## src/rtl/cmpset_pkg.sv

```systemverilog
package cmpset_pkg;
  typedef enum logic [2:0] {
    REL_EQ  = 3'd0,
    REL_NE  = 3'd1,
    REL_LT  = 3'd2,
    REL_LTU = 3'd3,
    REL_GE  = 3'd4,
    REL_GEU = 3'd5
  } rel_e;

  // Unsigned relations take a zero-extended immediate.
  function automatic logic rel_is_unsigned(input logic [2:0] code);
    return (code == REL_LTU) || (code == REL_GEU);
  endfunction
endpackage

```

## src/rtl/cmpset_opsel.sv

```systemverilog
module cmpset_opsel #(
  parameter int WIDTH = 32,
  parameter int IMM_W = 16
) (
  input  logic             clk,
  input  logic             rst,
  input  logic [WIDTH-1:0] opa,
  input  logic [WIDTH-1:0] opb,
  input  logic [IMM_W-1:0] imm,
  input  logic             use_imm,
  input  logic             zext,
  input  logic             swap,
  output logic [WIDTH-1:0] cmp_x,
  output logic [WIDTH-1:0] cmp_y
);
  localparam int EXT_W = WIDTH - IMM_W;

  function automatic logic [WIDTH-1:0] widen(input logic [IMM_W-1:0] v, input logic z);
    logic fill;
    fill = z ? 1'b0 : v[IMM_W-1];
    return {{EXT_W{fill}}, v};
  endfunction

  logic [WIDTH-1:0] second_w;
  assign second_w = use_imm ? widen(imm, zext) : opb;
  assign cmp_x    = swap ? second_w : opa;
  assign cmp_y    = swap ? opa : second_w;


  zext_upper_zero_chk: assert property (@(posedge clk) disable iff (rst)
    (use_imm && zext) |-> (second_w[WIDTH-1:IMM_W] == '0));

  sext_upper_fill_chk: assert property (@(posedge clk) disable iff (rst)
    (use_imm && !zext) |-> (second_w[WIDTH-1:IMM_W] == {EXT_W{imm[IMM_W-1]}}));

  swap_pairing_chk: assert property (@(posedge clk) disable iff (rst)
    swap |-> (cmp_y == opa));
endmodule

```

## src/rtl/cmpset_core.sv

```systemverilog
module cmpset_core #(
  parameter int WIDTH = 32
) (
  input  logic             clk,
  input  logic             rst,
  input  logic [WIDTH-1:0] x,
  input  logic [WIDTH-1:0] y,
  input  logic [2:0]       rel,
  output logic             hit
);
  import cmpset_pkg::*;

  localparam int MSB = WIDTH - 1;

  function automatic logic signed_less(input logic sx, input logic sy, input logic ult);
    return (sx != sy) ? sx : ult;
  endfunction

  logic eq_w, ltu_w, lts_w;
  assign eq_w  = (x == y);
  assign ltu_w = (x < y);
  assign lts_w = signed_less(x[MSB], y[MSB], ltu_w);

  always_comb begin
    case (rel)
      REL_EQ:  hit = eq_w;
      REL_NE:  hit = !eq_w;
      REL_LT:  hit = lts_w;
      REL_LTU: hit = ltu_w;
      REL_GE:  hit = !lts_w;
      REL_GEU: hit = !ltu_w;
      default: hit = 1'b0;
    endcase
  end


  eq_excludes_less_chk: assert property (@(posedge clk) disable iff (rst)
    eq_w |-> (!ltu_w && !lts_w));

  neg_below_pos_chk: assert property (@(posedge clk) disable iff (rst)
    (x[MSB] && !y[MSB]) |-> (lts_w && !ltu_w));

  unassigned_code_chk: assert property (@(posedge clk) disable iff (rst)
    (rel > 3'd5) |-> !hit);
endmodule

```

## src/rtl/cmpset_unit.sv

```systemverilog
module cmpset_unit #(
  parameter int WIDTH = 32,
  parameter int IMM_W = 16
) (
  input  logic             clk,
  input  logic             rst,
  input  logic             in_valid,
  input  logic [2:0]       rel,
  input  logic             use_imm,
  input  logic             swap,
  input  logic [WIDTH-1:0] opa,
  input  logic [WIDTH-1:0] opb,
  input  logic [IMM_W-1:0] imm,
  output logic [WIDTH-1:0] res,
  output logic             res_valid
);
  import cmpset_pkg::*;

  logic [WIDTH-1:0] cmp_x, cmp_y;
  logic             zext_w, hit_w;

  assign zext_w = rel_is_unsigned(rel);

  cmpset_opsel #(.WIDTH(WIDTH), .IMM_W(IMM_W)) u_opsel (
    .clk(clk), .rst(rst), .opa(opa), .opb(opb), .imm(imm),
    .use_imm(use_imm), .zext(zext_w), .swap(swap),
    .cmp_x(cmp_x), .cmp_y(cmp_y)
  );

  cmpset_core #(.WIDTH(WIDTH)) u_core (
    .clk(clk), .rst(rst), .x(cmp_x), .y(cmp_y), .rel(rel), .hit(hit_w)
  );

  always_ff @(posedge clk) begin
    if (rst) begin
      res       <= '0;
      res_valid <= 1'b0;
    end else begin
      res_valid <= in_valid;
      if (in_valid) res <= {{(WIDTH-1){1'b0}}, hit_w};
    end
  end


  flag_word_chk: assert property (@(posedge clk) disable iff (rst)
    res[WIDTH-1:1] == '0);

  valid_latency_chk: assert property (@(posedge clk) disable iff (rst)
    res_valid == $past(in_valid && !rst));

  idle_hold_chk: assert property (@(posedge clk) disable iff (rst)
    !in_valid |=> $stable(res));
endmodule

```

## config.mk

```make
export PLATFORM = sky130hd
export DESIGN_NAME = cmpset_unit
export DESIGN_NICKNAME = d
export VERILOG_FILES = /design/src/rtl/cmpset_pkg.sv /design/src/rtl/cmpset_opsel.sv /design/src/rtl/cmpset_core.sv /design/src/rtl/cmpset_unit.sv
export SDC_FILE = /design/constraint.sdc
export NUM_CORES = 1
export LEC_CHECK = 0
export ABC_AREA = 1
export ABC_CLOCK_PERIOD_IN_PS = 3770
export BUFFER_PORTS_ARGS = -buffer_cell sky130_fd_sc_hd__buf_2
export CAP_MARGIN = 30
export CORE_MARGIN = 3
export CORE_UTILIZATION = 28
export CTS_CLUSTER_SIZE = 40
export DETAILED_ROUTE_END_ITERATION = 6
export SETUP_SLACK_MARGIN = 0.15
export SYNTH_ARGS = -nofsm -noshare
export SYNTH_HDL_FRONTEND = slang
export SYNTH_SLANG_ARGS = --single-unit
```

## constraint.sdc

```tcl
create_clock -name clk -period 3.77 [get_ports clk]
set_clock_uncertainty 0.15 [all_clocks]
set_input_delay 0.754 -clock clk [delete_from_list [all_inputs] [get_ports clk]]
set_output_delay 0.754 -clock clk [all_outputs]
set_load 0.01 [all_outputs]
```

* Word-level counts from Yosys, hierarchy flattened
Cells that the tools add are included.
** Operators by class
- Eq/ne operators :: 7
- Order comparisons :: 1
- Reductions and logical operators :: 5
- Muxes and demuxes :: 6
** Operators with widths (number)
- $mux W32 :: 3
- $eq A32 B32 Y1 :: 1
- $lt A32 B32 Y1 :: 1
- $eq A3 B2 Y1 const B :: 2
- $eq A3 B3 Y1 const B :: 2
- $pmux W1 S6 :: 1
- $eq A3 B1 Y1 const B :: 1
- $logic_not A1 Y1 :: 3
- $logic_not A3 Y1 :: 1
- $mux W1 :: 2
- $logic_or A1 B1 Y1 :: 1
- $ne A1 B1 Y1 :: 1
** Word-level totals
- Register bits after elaboration :: 2
- Word-level logic and storage cells :: 21
- Input bits :: 88
- Output and inout port bits :: 33

* Depth between registers and ports, before layout
Gate-level depths: netlist (run 1).
- Word-level depth :: 9
- Depth in mapped cells :: 22
- Gate-level depth less buffers :: 21

* By module
From an unflattened synthesis (run 1), not the netlist that was laid out.
** Second synthesis, totals
- Cell total of the unflattened synthesis :: 505
- Area, all modules :: 2501.1 sq um
** Modules (own cells, without submodules)
- cmpset_opsel :: times used 1, cells each 295, sequential area each 0.0 sq um, area each 1158.6 sq um
- cmpset_core :: times used 1, cells each 164, sequential area each 0.0 sq um, area each 1018.5 sq um
- cmpset_unit :: times used 1, cells each 46, sequential area each 40.0 sq um, area each 324.1 sq um

* Least setup slack after synthesis (run 1)
OpenSTA, ideal clock, no wires.
- Path kind :: input-to-reg
- Start :: input port rel[1]
- End :: register res[0]
- Path slack :: 0.826 ns
- Path buffers :: 1
- Arrival time :: 2.680 ns
- Setup time :: 0.114 ns
- Stages on the path :: 22
- Data required time :: 3.506 ns
- Cell sequence :: inv_1 nand3_2 nand3_2 nand2_4 clkbuf_1 o21ai_0 nand2_1 o21ai_0 ha_1 nand2_1 nor2_1 nand3_1 nor2_1 nand3b_1 nand2_1 o21ai_1 inv_1 nand2_1 nor2_1 nand3_1 nand2_1 a21oi_2
** Between the ends
- Word-level cells in the longest chain between the ends :: 9
- Elaborated cells on any way between the ends :: 19
- Classes of those cells :: order compare: 1; eq/ne: 7; mux: 6; reduce/logical: 5
** RTL lines
- start: declaration :: RTL line cmpset_unit.sv:8 : input logic [2:0] rel,
- $eq A3 B2 Y1 or $eq A3 B3 Y1 (tied branches) :: RTL line cmpset_pkg.sv:13, cmpset_core.sv:25
- $logic_or A1 B1 Y1 :: RTL line cmpset_pkg.sv:13 : return (code == REL_LTU) || (code == REL_GEU);
- $mux W1 :: RTL line cmpset_opsel.sv:20 : fill = z ? 1'b0 : v[IMM_W-1];
- $mux W32 :: RTL line cmpset_opsel.sv:25 : assign second_w = use_imm ? widen(imm, zext) : opb;
- $mux W32, on equally long branches :: RTL line cmpset_opsel.sv:26, cmpset_opsel.sv:27
- $lt A32 B32 Y1 or $ne A1 B1 Y1 (tied branches) :: RTL line cmpset_core.sv:21, cmpset_core.sv:16
- $mux W1 :: RTL line cmpset_core.sv:16 : return (sx != sy) ? sx : ult;
- $logic_not A1 Y1 :: RTL line cmpset_core.sv:30 : REL_GE: hit = !lts_w;
- $pmux W1 S6 * :: RTL line cmpset_core.sv:25 : case (rel)
- end signal: assignment :: RTL line cmpset_unit.sv:40 : if (in_valid) res <= {{(WIDTH-1){1'b0}}, hit_w};
- end: declaration :: RTL line cmpset_unit.sv:14 : output logic [WIDTH-1:0] res,
Every way passes the cells marked *; elsewhere a longest branch is shown, timed or not.
A chain may end at the register's enable or synchronous reset.

* Final worst setup path (run 1)
- Start :: input port use_imm
- End :: register res[0]
** Between the ends
- Word-level cells in the longest chain between the ends :: 6
- Elaborated cells on any way between the ends :: 11
- Classes of those cells :: order compare: 1; eq/ne: 2; mux: 5; reduce/logical: 3
** RTL lines
- start: declaration :: RTL line cmpset_unit.sv:9 : input logic use_imm,
- $mux W32 * :: RTL line cmpset_opsel.sv:25
- $mux W32, on equally long branches :: RTL line cmpset_opsel.sv:26, cmpset_opsel.sv:27
- $lt A32 B32 Y1 or $ne A1 B1 Y1 (tied branches) :: RTL line cmpset_core.sv:21, cmpset_core.sv:16
- $mux W1 :: RTL line cmpset_core.sv:16
- $logic_not A1 Y1 :: RTL line cmpset_core.sv:30
- $pmux W1 S6 * :: RTL line cmpset_core.sv:25
Marks and branches as above.

==> results.sh, run 1 <==
export IMPL_placed_area_mm2=0.00249
export IMPL_netlist_area_leader_share_pct=19.2
export IMPL_fin_tns_setup_ns=0
export IMPL_p_seq_share_pct=5.6
export IMPL_die_area_mm2=0.00852
export IMPL_p_clk_share_pct=20.5
export IMPL_use_met3_pct=1.62
export IMPL_power_density_mw_per_mm2=163
export IMPL_stdcell_area_mm2=0.00253
export IMPL_first_global_vias=2088
export IMPL_synthTopCellsByArea="ha_1 19%, nand2_1 19%, o21ai_0 18%"
export IMPL_drt_wl_total_um=5320
export IMPL_grt_max_degree=125
export IMPL_gr_usage_met1_pct=16.0
export IMPL_numClockSinks=2
export IMPL_top_usage_layer="met2"
export IMPL_peakVddDrop_uv=182
export IMPL_synth_seq_area_share_pct=1.92
export IMPL_synth_top_cell_by_area="ha_1"
export IMPL_startpoint_type="input pin"
export IMPL_fmax_mhz=330
export IMPL_core_area_mm2=0.00702
export IMPL_critPathRequiredTime_ns=3.72
export IMPL_grt_use_met2_pct=21.1
export IMPL_cts_max_level=1
export IMPL_holdPathStages=2
export IMPL_num_io_pins=121
export IMPL_grt_usage_pct=12.1
export IMPL_synthDistinctLibCells=28
export IMPL_dp_cells=523
export IMPL_cp_num_cells=19
export IMPL_grt_pass1_wl_um=8870
export IMPL_clk_pin_slew_ns=0.03
export IMPL_synth_warnings=0
export IMPL_hold_viol=0
export IMPL_post_cts_buffers=0
export IMPL_min_period_over_period_pct=80.4
export IMPL_p_comb_share_pct=73.8
export IMPL_ys_ff_latch=2
export IMPL_synth_area_mm2=0.00209
export IMPL_max_stage_delay_ns=0.31
export IMPL_cp_max_fo=22
export IMPL_final_nets=552
export IMPL_end_kind="flop"
export IMPL_antenna_found_initial=0
export IMPL_cts_root_buffer="clkbuf_8"
export IMPL_postSynthAreaPerCell_um2=5.88
export IMPL_setup_viol=0
export IMPL_gp_congestion=0.744
export IMPL_drc=0
export IMPL_cts_hold_buf=0
export IMPL_max_cap_violations=0
export IMPL_clk_latency_ns=0.21
export IMPL_drv_slew=0
export IMPL_r2r_cells=2
export IMPL_rsz0062_at_grt="no"
export IMPL_finalPower_mw=0.413
export IMPL_final_cell_count_no_fill=526
export IMPL_p_switching_mw=0.194
export IMPL_fp_dieW_um=92.3
export IMPL_holdCritPathClass="reg2reg"
export IMPL_vias_per_cell=4.47
export IMPL_hpwl_um=4550
export IMPL_worstPathCellList="buf_2, buf_12, o21ai_0, nand2_1, o21ai_0, ha_1, nand2_1, nor2_1, nand3_1, nor2_1, nand3b_1, nand2_1, o21ai_1, inv_1, nand2_1, nor2_1, nand3_1, nand2_1, a21oi_2"
export IMPL_drive_gt1_share_pct=24.7
export IMPL_cp_slowest_cell="ha_1"
export IMPL_die_h_um=92.3
export IMPL_switching_share_pct=46.9
export IMPL_cts_tree="built"
export IMPL_fin_crit_ns=3.03
export IMPL_cellLeakagePower_nw=1.39
export IMPL_drtPass1Iterations=4
export IMPL_start_util_pct=29.7
export IMPL_grt_overflow=0
export IMPL_drtIter0Drc=84
export IMPL_outcome="finished, final reports clean"
export IMPL_antenna_cells=0
export IMPL_worstSetupPathType="in2reg"
export IMPL_cts_resized_gates=0
export IMPL_ant_nets=0
export IMPL_numCtsBuffers=3
export IMPL_synthCells=355
export IMPL_via_count=2350
export IMPL_clockBufferDepth=2
export IMPL_wire_per_inst_um=10.1
export IMPL_cpMostUsedCell="nand2_1"
export IMPL_core_rowCount=30
export IMPL_cp_top_family="simple AND/OR/NAND/NOR gates"
export IMPL_p_int_mw=0.219
export IMPL_io_buffers=89
export IMPL_worst_ep_arrival_time_ns=2.98
export IMPL_syn2layout_area_growth_pct=21.2
export IMPL_critPathBufInv=3
Yosys cell counts (all sizes together):
library cell	n
dfxtp	2
a21o	1
nand3b	1
a21oi	16
ha	32
conb	1
nand4	2
buf	34
o21ai	83
nor3	2
nand3	10
clkbuf	15
o21a	2
mux2i	16
nand2	107
nor2	15
inv	16
cell usage in the layout (no fill, tap or decap), drive strengths merged:
| cell | n |
|---|---|
| nor2 | 15 |
| nand4 | 2 |
| clkbuf | 3 |
| nand3 | 10 |
| o21ai | 83 |
| a21oi | 16 |
| dfxtp | 2 |
| nand2 | 107 |
| a21o | 1 |
| ha | 32 |
| nand3b | 1 |
| buf | 91 |
| mux2i | 16 |
| conb | 31 |
| inv | 16 |
| nor3 | 2 |
| o21a | 2 |
state kept, by name, indices dropped and copies added (netlist names):
name,cells
res_valid,1
res,1
power groups by stage:
stage	clock network [mW]	logic [mW]	registers [mW]
final	0.0847	0.305	0.0233
after global routing	0.0915	0.361	0.0234
after CTS	0.0876	0.307	0.0233
after detailed placement	0	0.306	0.0235
after global placement	0	0.301	0.0235
after floorplan	0	0.235	0.0243
per-layer routing:
layer | vias to the layer above | part of all wire [%]
met2 | 80 | 46
met3 | 2 | 7.6
met4 | 0 | 0.26
met5 | - | 0
li1 | 1296 | -
met1 | 972 | 46
worst paths after layout:
check        slack (ns)                 from                   to
min                0.32  res[0]$_SDFFE_PP0P_  res[0]$_SDFFE_PP0P_
max                0.74              use_imm  res[0]$_SDFFE_PP0P_
min reg2reg        0.32  res[0]$_SDFFE_PP0P_  res[0]$_SDFFE_PP0P_
max reg2reg        3.05  res[0]$_SDFFE_PP0P_  res[0]$_SDFFE_PP0P_
cell families (layout without fill, tap and decap cells):
family	Yosys count	in the layout	synth area share, %
adder cells (fa/ha/maj)	32	32	19.2
AND/OR/NAND/NOR	137	137	27.2
other	1	31	0.180
flip-flops	2	2	1.92
AO/OA/AOI/OAI	102	102	25.7
multiplexers	16	16	7.68
buffers and inverters	65	110	18.1
tightest hold or removal path: stages (launching register included):
cell     delay, ns
dfxtp_1       0.30
nand2_1       0.08
a21oi_2       0.05
area by class of cell:
type,count,area [um^2]
inverters,16,60.1
clock buffers,3,41.3
well taps,96,120
flip-flops and latches,2,40.0
repair buffers,91,485
fillers,799,4490
multi-input cells,318,1780
stage by stage:
step | hold WS [ns] | utilization, % | setup WS [ns]
after global routing | 0.358 | 36.0 | 0.424
after floorplan | 0.343 | - | 0.826
after CTS | 0.324 | 36.0 | 0.715
after global placement | 0.312 | 35.4 | 0.560
after detailed placement | 0.320 | 35.4 | 0.494
final | 0.323 | 36.0 | 0.738
Note: power is estimated with default switching activity, not from simulation.
==> run 2: changes to the inputs <==
--- a/config.mk
+++ b/config.mk
@@ -6,7 +6,7 @@
 export NUM_CORES = 1
 export LEC_CHECK = 0
 export ABC_AREA = 1
-export ABC_CLOCK_PERIOD_IN_PS = 3770
+export ABC_CLOCK_PERIOD_IN_PS = 2840
 export BUFFER_PORTS_ARGS = -buffer_cell sky130_fd_sc_hd__buf_2
 export CAP_MARGIN = 30
 export CORE_MARGIN = 3
==> constraint.sdc (replaced) <==
create_clock -name clk -period 2.84 [get_ports clk]
set_clock_uncertainty 0.15 [all_clocks]
set_input_delay 0.568 -clock clk [delete_from_list [all_inputs] [get_ports clk]]
set_output_delay 0.568 -clock clk [all_outputs]
set_load 0.01 [all_outputs]
==> run 2 against run 1 <==
Setup slack worse by 0.59 ns. Critical path type unchanged. Non-clock buffer count is 26 higher. Final cell count grew 5.1%. Critical path depth rose by 1. Routed wire length rose by 14%. Global-route usage grew 0.091 points. Total power is 60% higher. Sequential share of layout area fell by 0.26 points. Flip-flop and latch count is the same.
==> results.sh, run 2 (synthesis results as in run 1) <==
export IMPL_power_density_mw_per_mm2=220
export IMPL_syn2layout_area_growth_pct=44.5
export IMPL_wire_per_inst_um=10.9
export IMPL_outcome="finished, final reports clean"
export IMPL_setup_viol=0
export IMPL_finalCoreUtilization_pct=42.9
export IMPL_grt_max_degree=61
export IMPL_max_cap_violations=0
export IMPL_final_cell_mix="98 x nand2_1, 85 x buf_2, 58 x o21ai_0"
export IMPL_p_switching_mw=0.305
export IMPL_mostFrequentLayoutCell="nand2_1"
export IMPL_io_buffers=89
export IMPL_worstSetupPathType="in2reg"
export IMPL_fin_crit_ns=2.69
export IMPL_end_kind="flop"
export IMPL_antenna_found_initial=0
export IMPL_grt_use_met2_pct=20.8
export IMPL_reg_top3="res x1, res_valid x1"
export IMPL_gp_congestion=0.765
export IMPL_seq_area_um2=40.0
export IMPL_cellLeakagePower_nw=1.56
export IMPL_cp_max_fo=11
export IMPL_holdPathStages=2
export IMPL_fin_hold_ws_ns=0.319
export IMPL_ant_nets=0
export IMPL_cts_root_buffer="clkbuf_8"
export IMPL_p_clk_share_pct=16.7
export IMPL_p_seq_share_pct=4.7
export IMPL_start_util_pct=29.7
export IMPL_finalPower_mw=0.662
export IMPL_drv_slew=0
export IMPL_stdcell_area_mm2=0.00301
export IMPL_p_int_mw=0.357
export IMPL_grt_overflow=0
export IMPL_cts_hold_buf=0
export IMPL_die_area_mm2=0.00852
export IMPL_switching_share_pct=46.1
export IMPL_drtIter0Drc=73
export IMPL_cts_max_level=1
export IMPL_fmax_mhz=371
export IMPL_die_h_um=92.3
export IMPL_core_rowCount=30
export IMPL_fillCellCount=776
export IMPL_worst_ep_arrival_time_ns=2.68
export IMPL_numCtsBuffers=3
export IMPL_hold_viol=0
export IMPL_first_global_vias=2102
export IMPL_grt_pass1_wl_um=8870
export IMPL_reg2reg_slack_ns=2.13
export IMPL_critPathRequiredTime_ns=2.83
export IMPL_numClockSinks=2
export IMPL_cts_tree="built"
export IMPL_hpwl_um=4600
export IMPL_drtPass1Iterations=5
export IMPL_drive_gt1_share_pct=36.1
export IMPL_antenna_cells=0
export IMPL_holdCritPathClass="reg2reg"
export IMPL_gr_usage_met1_pct=17.1
export IMPL_clk_pin_slew_ns=0.03
export IMPL_clk_latency_ns=0.21
export IMPL_multiInputGateArea_mm2=0.00198
export IMPL_clockBufferDepth=2
export IMPL_via_count=2493
export IMPL_fin_tns_setup_ns=0
export IMPL_num_io_pins=121
export IMPL_grt_usage_pct=12.2
export IMPL_rsz0062_at_grt="yes"
export IMPL_use_met3_pct=1.46
export IMPL_startpoint_type="input pin"
export IMPL_drt_wl_total_um=6040
export IMPL_fp_dieW_um=92.3
export IMPL_core_area_mm2=0.00702
export IMPL_vias_per_cell=4.51
export IMPL_placed_area_mm2=0.00261
export IMPL_peakVddDrop_uv=266
export IMPL_min_period_over_period_pct=94.8
export IMPL_final_nets=579
export IMPL_drc=0
export IMPL_r2r_cells=2
export IMPL_top_usage_layer="met2"
export IMPL_p_comb_share_pct=78.6
==> run 2: critical path, cell delays in order <==
cell	delay, ns
buf_4	0.16
buf_12	0.18
mux2i_1	0.31
o21ai_0	0.13
ha_1	0.33
nand2_1	0.07
nand2_1	0.05
nand2_1	0.05
nand2_1	0.04
nand2_1	0.05
nand2_1	0.04
nand2_1	0.05
nand2_1	0.07
nand2_2	0.08
nand3_1	0.09
nand2_1	0.07
nand2_1	0.04
nand3_1	0.09
nand2_1	0.07
a21oi_2	0.13
==> run 2: what timing repair did <==
| item | 4_1_cts | 5_1_grt |
|---|---|---|
| gates cloned | 1 | 2 |
| buffers inserted | 2 | 9 |
| resized for setup | 35 | 39 |
| pin swaps | 19 | 27 |
| setup endpoints to repair | 1 | 1 |
==> run 2: layer usage <==
layer | part of all wire, % | wire length [um] | vias up
met3 | 5.8 | 349 | 2
met5 | 0 | 0 | -
met1 | 48 | 2910 | 1061
met4 | 0.35 | 21 | 0
met2 | 46 | 2760 | 77
li1 | - | - | 1353
==> run 2: stage by stage <==
step	std cells	worst slack [ns]
finish	553	0.148
global route	553	-0.0308
CTS	542	0.151
detailed placement	536	-0.175
global placement	536	-0.0701
floorplan	385	0.159
==> run 2: final timing paths <==
| kind | startpoint | to |
|---|---|---|
| max | use_imm | res[0]$_SDFFE_PP0P_ |
| min | res[0]$_SDFFE_PP0P_ | res[0]$_SDFFE_PP0P_ |
| max reg2reg | res[0]$_SDFFE_PP0P_ | res[0]$_SDFFE_PP0P_ |
| min reg2reg | res[0]$_SDFFE_PP0P_ | res[0]$_SDFFE_PP0P_ |
==> run 2: area by class of cell <==
| type | count | share of cell area, % |
|---|---|---|
| multi-input combinational | 319 | 65.6 |
| timing repair buffer | 117 | 25.5 |
| tap | 96 | 3.99 |
| inverter | 16 | 2.16 |
| clock buffer | 3 | 1.37 |
| sequential | 2 | 1.33 |
==> run 2: power groups by stage <==
stage / registers (mW) / clock network (mW) / logic (mW)
after global routing: 0.0309 / 0.118 / 0.592
after floorplan: 0.0322 / 0 / 0.314
after CTS: 0.0309 / 0.114 / 0.465
after global placement: 0.0313 / 0 / 0.420
after detailed placement: 0.0312 / 0 / 0.428
final: 0.0309 / 0.111 / 0.520
==> run 3: changes to the inputs <==
--- a/config.mk
+++ b/config.mk
@@ -6,13 +6,16 @@
 export NUM_CORES = 1
 export LEC_CHECK = 0
 export ABC_AREA = 1
-export ABC_CLOCK_PERIOD_IN_PS = 2840
+export ABC_CLOCK_PERIOD_IN_PS = 3100
 export BUFFER_PORTS_ARGS = -buffer_cell sky130_fd_sc_hd__buf_2
 export CAP_MARGIN = 30
+export CELL_PAD_IN_SITES_DETAIL_PLACEMENT = 1
+export CELL_PAD_IN_SITES_GLOBAL_PLACEMENT = 2
 export CORE_MARGIN = 3
-export CORE_UTILIZATION = 28
+export CORE_UTILIZATION = 23
 export CTS_CLUSTER_SIZE = 40
 export DETAILED_ROUTE_END_ITERATION = 6
+export PLACE_DENSITY_LB_ADDON = 0.1
 export SETUP_SLACK_MARGIN = 0.15
 export SYNTH_ARGS = -nofsm -noshare
 export SYNTH_HDL_FRONTEND = slang
==> constraint.sdc (replaced) <==
create_clock -name clk -period 3.1 [get_ports clk]
set_clock_uncertainty 0.15 [all_clocks]
set_input_delay 0.62 -clock clk [delete_from_list [all_inputs] [get_ports clk]]
set_output_delay 0.62 -clock clk [all_outputs]
set_load 0.01 [all_outputs]
==> run 3 against run 2 <==
Register-to-register slack better by 0.28 ns. Core utilization down 10 points. Routed wire length up 11%. Critical path type unchanged.
==> results.sh, run 3 (synthesis results as in run 1) <==
export IMPL_grt_usage_pct=11.4
export IMPL_start_util_pct=23.8
export IMPL_gp_congestion=0.697
export IMPL_p_seq_share_pct=4.8
export IMPL_finalCoreUtilization_pct=32.8
export IMPL_peakVddDrop_uv=186
export IMPL_io_buffers=89
export IMPL_cts_tree="built"
export IMPL_rsz0062_at_grt="yes"
export IMPL_first_global_vias=2264
export IMPL_drc=0
export IMPL_stdcell_area_mm2=0.00288
export IMPL_grt_overflow=0
export IMPL_setup_slack_ns=0.245
export IMPL_final_nets=564
export IMPL_drive_gt1_share_pct=31.7
export IMPL_vias_per_cell=4.55
export IMPL_drv_slew=0
export IMPL_max_stage_delay_ns=0.36
export IMPL_fp_dieW_um=101
export IMPL_outcome="finished, final reports clean"
export IMPL_startpoint_type="input pin"
export IMPL_p_comb_share_pct=77.7
export IMPL_holdPathStages=2
export IMPL_hold_viol=0
export IMPL_syn2layout_area_growth_pct=37.9
export IMPL_cts_root_buffer="clkbuf_8"
export IMPL_reg2reg_slack_ns=2.41
export IMPL_drtIter0Drc=28
export IMPL_fillCellCount=1179
export IMPL_end_kind="flop"
export IMPL_via_count=2500
export IMPL_cts_max_level=1
export IMPL_numCtsBuffers=3
export IMPL_grt_pass1_wl_um=9860
export IMPL_cts_hold_buf=0
export IMPL_switching_share_pct=47.3
export IMPL_core_area_mm2=0.00876
export IMPL_critPathRequiredTime_ns=3.09
export IMPL_drt_wl_total_um=6690
export IMPL_worstPathCellList="buf_8, inv_4, nand3_4, nand3_4, nand2_8, o21ai_4, nand2_1, o21ai_1, ha_1, buf_4, a21oi_2, o21a_1, nand2_1, a21oi_2, nand3_1, nand2_1, nor2_1, nand3_1, nand2_1, a21oi_2"
export IMPL_grt_max_degree=47
export IMPL_power_density_mw_per_mm2=203
export IMPL_seq_area_um2=40.0
export IMPL_mostFrequentLayoutCell="nand2_1"
export IMPL_numClockSinks=2
export IMPL_num_io_pins=121
export IMPL_clk_pin_slew_ns=0.03
export IMPL_antenna_cells=0
export IMPL_fin_hold_ws_ns=0.310
export IMPL_critPathBufInv=3
export IMPL_antenna_found_initial=0
export IMPL_holdCritPathClass="reg2reg"
export IMPL_reg_top3="res x1, res_valid x1"
export IMPL_multiInputGateArea_mm2=0.00193
export IMPL_fmax_mhz=350
export IMPL_cp_max_fo=8
export IMPL_drtPass1Iterations=4
export IMPL_wire_per_inst_um=12.2
export IMPL_ant_nets=0
export IMPL_fin_crit_ns=2.86
export IMPL_clk_latency_ns=0.21
export IMPL_p_clk_share_pct=17.4
export IMPL_worst_ep_arrival_time_ns=2.85
export IMPL_cp_num_cells=20
export IMPL_cp_slowest_cell="ha_1"
export IMPL_p_int_mw=0.308
export IMPL_r2r_cells=2
export IMPL_die_area_mm2=0.0102
export IMPL_core_rowCount=34
export IMPL_final_cell_mix="101 x nand2_1, 85 x buf_2, 62 x o21ai_0"
export IMPL_setup_viol=0
export IMPL_die_h_um=101
export IMPL_min_period_over_period_pct=92.1
export IMPL_fin_tns_setup_ns=0
export IMPL_clockBufferDepth=2
export IMPL_hpwl_um=5320
export IMPL_placed_area_mm2=0.00256
export IMPL_worstSetupPathType="in2reg"
export IMPL_max_cap_violations=0
export IMPL_cellLeakagePower_nw=1.49
export IMPL_cp_top_family="simple AND/OR/NAND/NOR gates"
export IMPL_place_ws_ns=-0.0864
export IMPL_p_switching_mw=0.276
export IMPL_cpMostUsedCell="nand2_1"
-- run 3: area by class of cell --
type                    count  area share (%)
inverters                  16            2.35
multi-input cells         319            67.2
flip-flops and latches      2            1.39
clock buffers               3            1.44
well taps                 108            4.70
repair buffers            102            23.0
-- run 3: power groups by stage --
stage / sequential, mW / combinational, mW / clock (mW)
2_1_floorplan: 0.0295 / 0.286 / 0
6_report: 0.0282 / 0.454 / 0.102
4_1_cts: 0.0283 / 0.397 / 0.106
3_3_place_gp: 0.0287 / 0.386 / 0
3_5_place_dp: 0.0286 / 0.392 / 0
5_1_grt: 0.0284 / 0.526 / 0.110
-- run 3: what timing repair did --
| action | CTS | global route |
|---|---|---|
| buffers inserted | 0 | 7 |
| gates cloned | 0 | 2 |
| pin swaps | 0 | 20 |
| endpoints found under the setup margin | 1 | 1 |
| gates resized for setup | 2 | 60 |
| hold endpoints to repair | 0 | 0 |
-- run 3: per-stage QoR --
stage / total power, mW / std cells
after floorplan: 0.315 / 385
after CTS: 0.531 / 541
after global placement: 0.415 / 538
after detailed placement: 0.420 / 538
final: 0.584 / 550
after global routing: 0.664 / 550
-- run 3: worst register-to-register path, stage by stage, from the launching register on --
cell	delay, ns
dfxtp_1	0.31
nand2_1	0.06
a21oi_2	0.10
-- run 3: layer usage --
metal | GRT usage [%] | wire length (um)
met5 | 0 | 0
met4 | 1.53 | 25
met3 | 1.65 | 426
met2 | 19.2 | 3160
met1 | 15.7 | 3080
-- run 3: final timing paths --
path	from	end
max	rel[2]	res[0]$_SDFFE_PP0P_
min	res[0]$_SDFFE_PP0P_	res[0]$_SDFFE_PP0P_
max reg2reg	res[0]$_SDFFE_PP0P_	res[0]$_SDFFE_PP0P_
min reg2reg	res[0]$_SDFFE_PP0P_	res[0]$_SDFFE_PP0P_
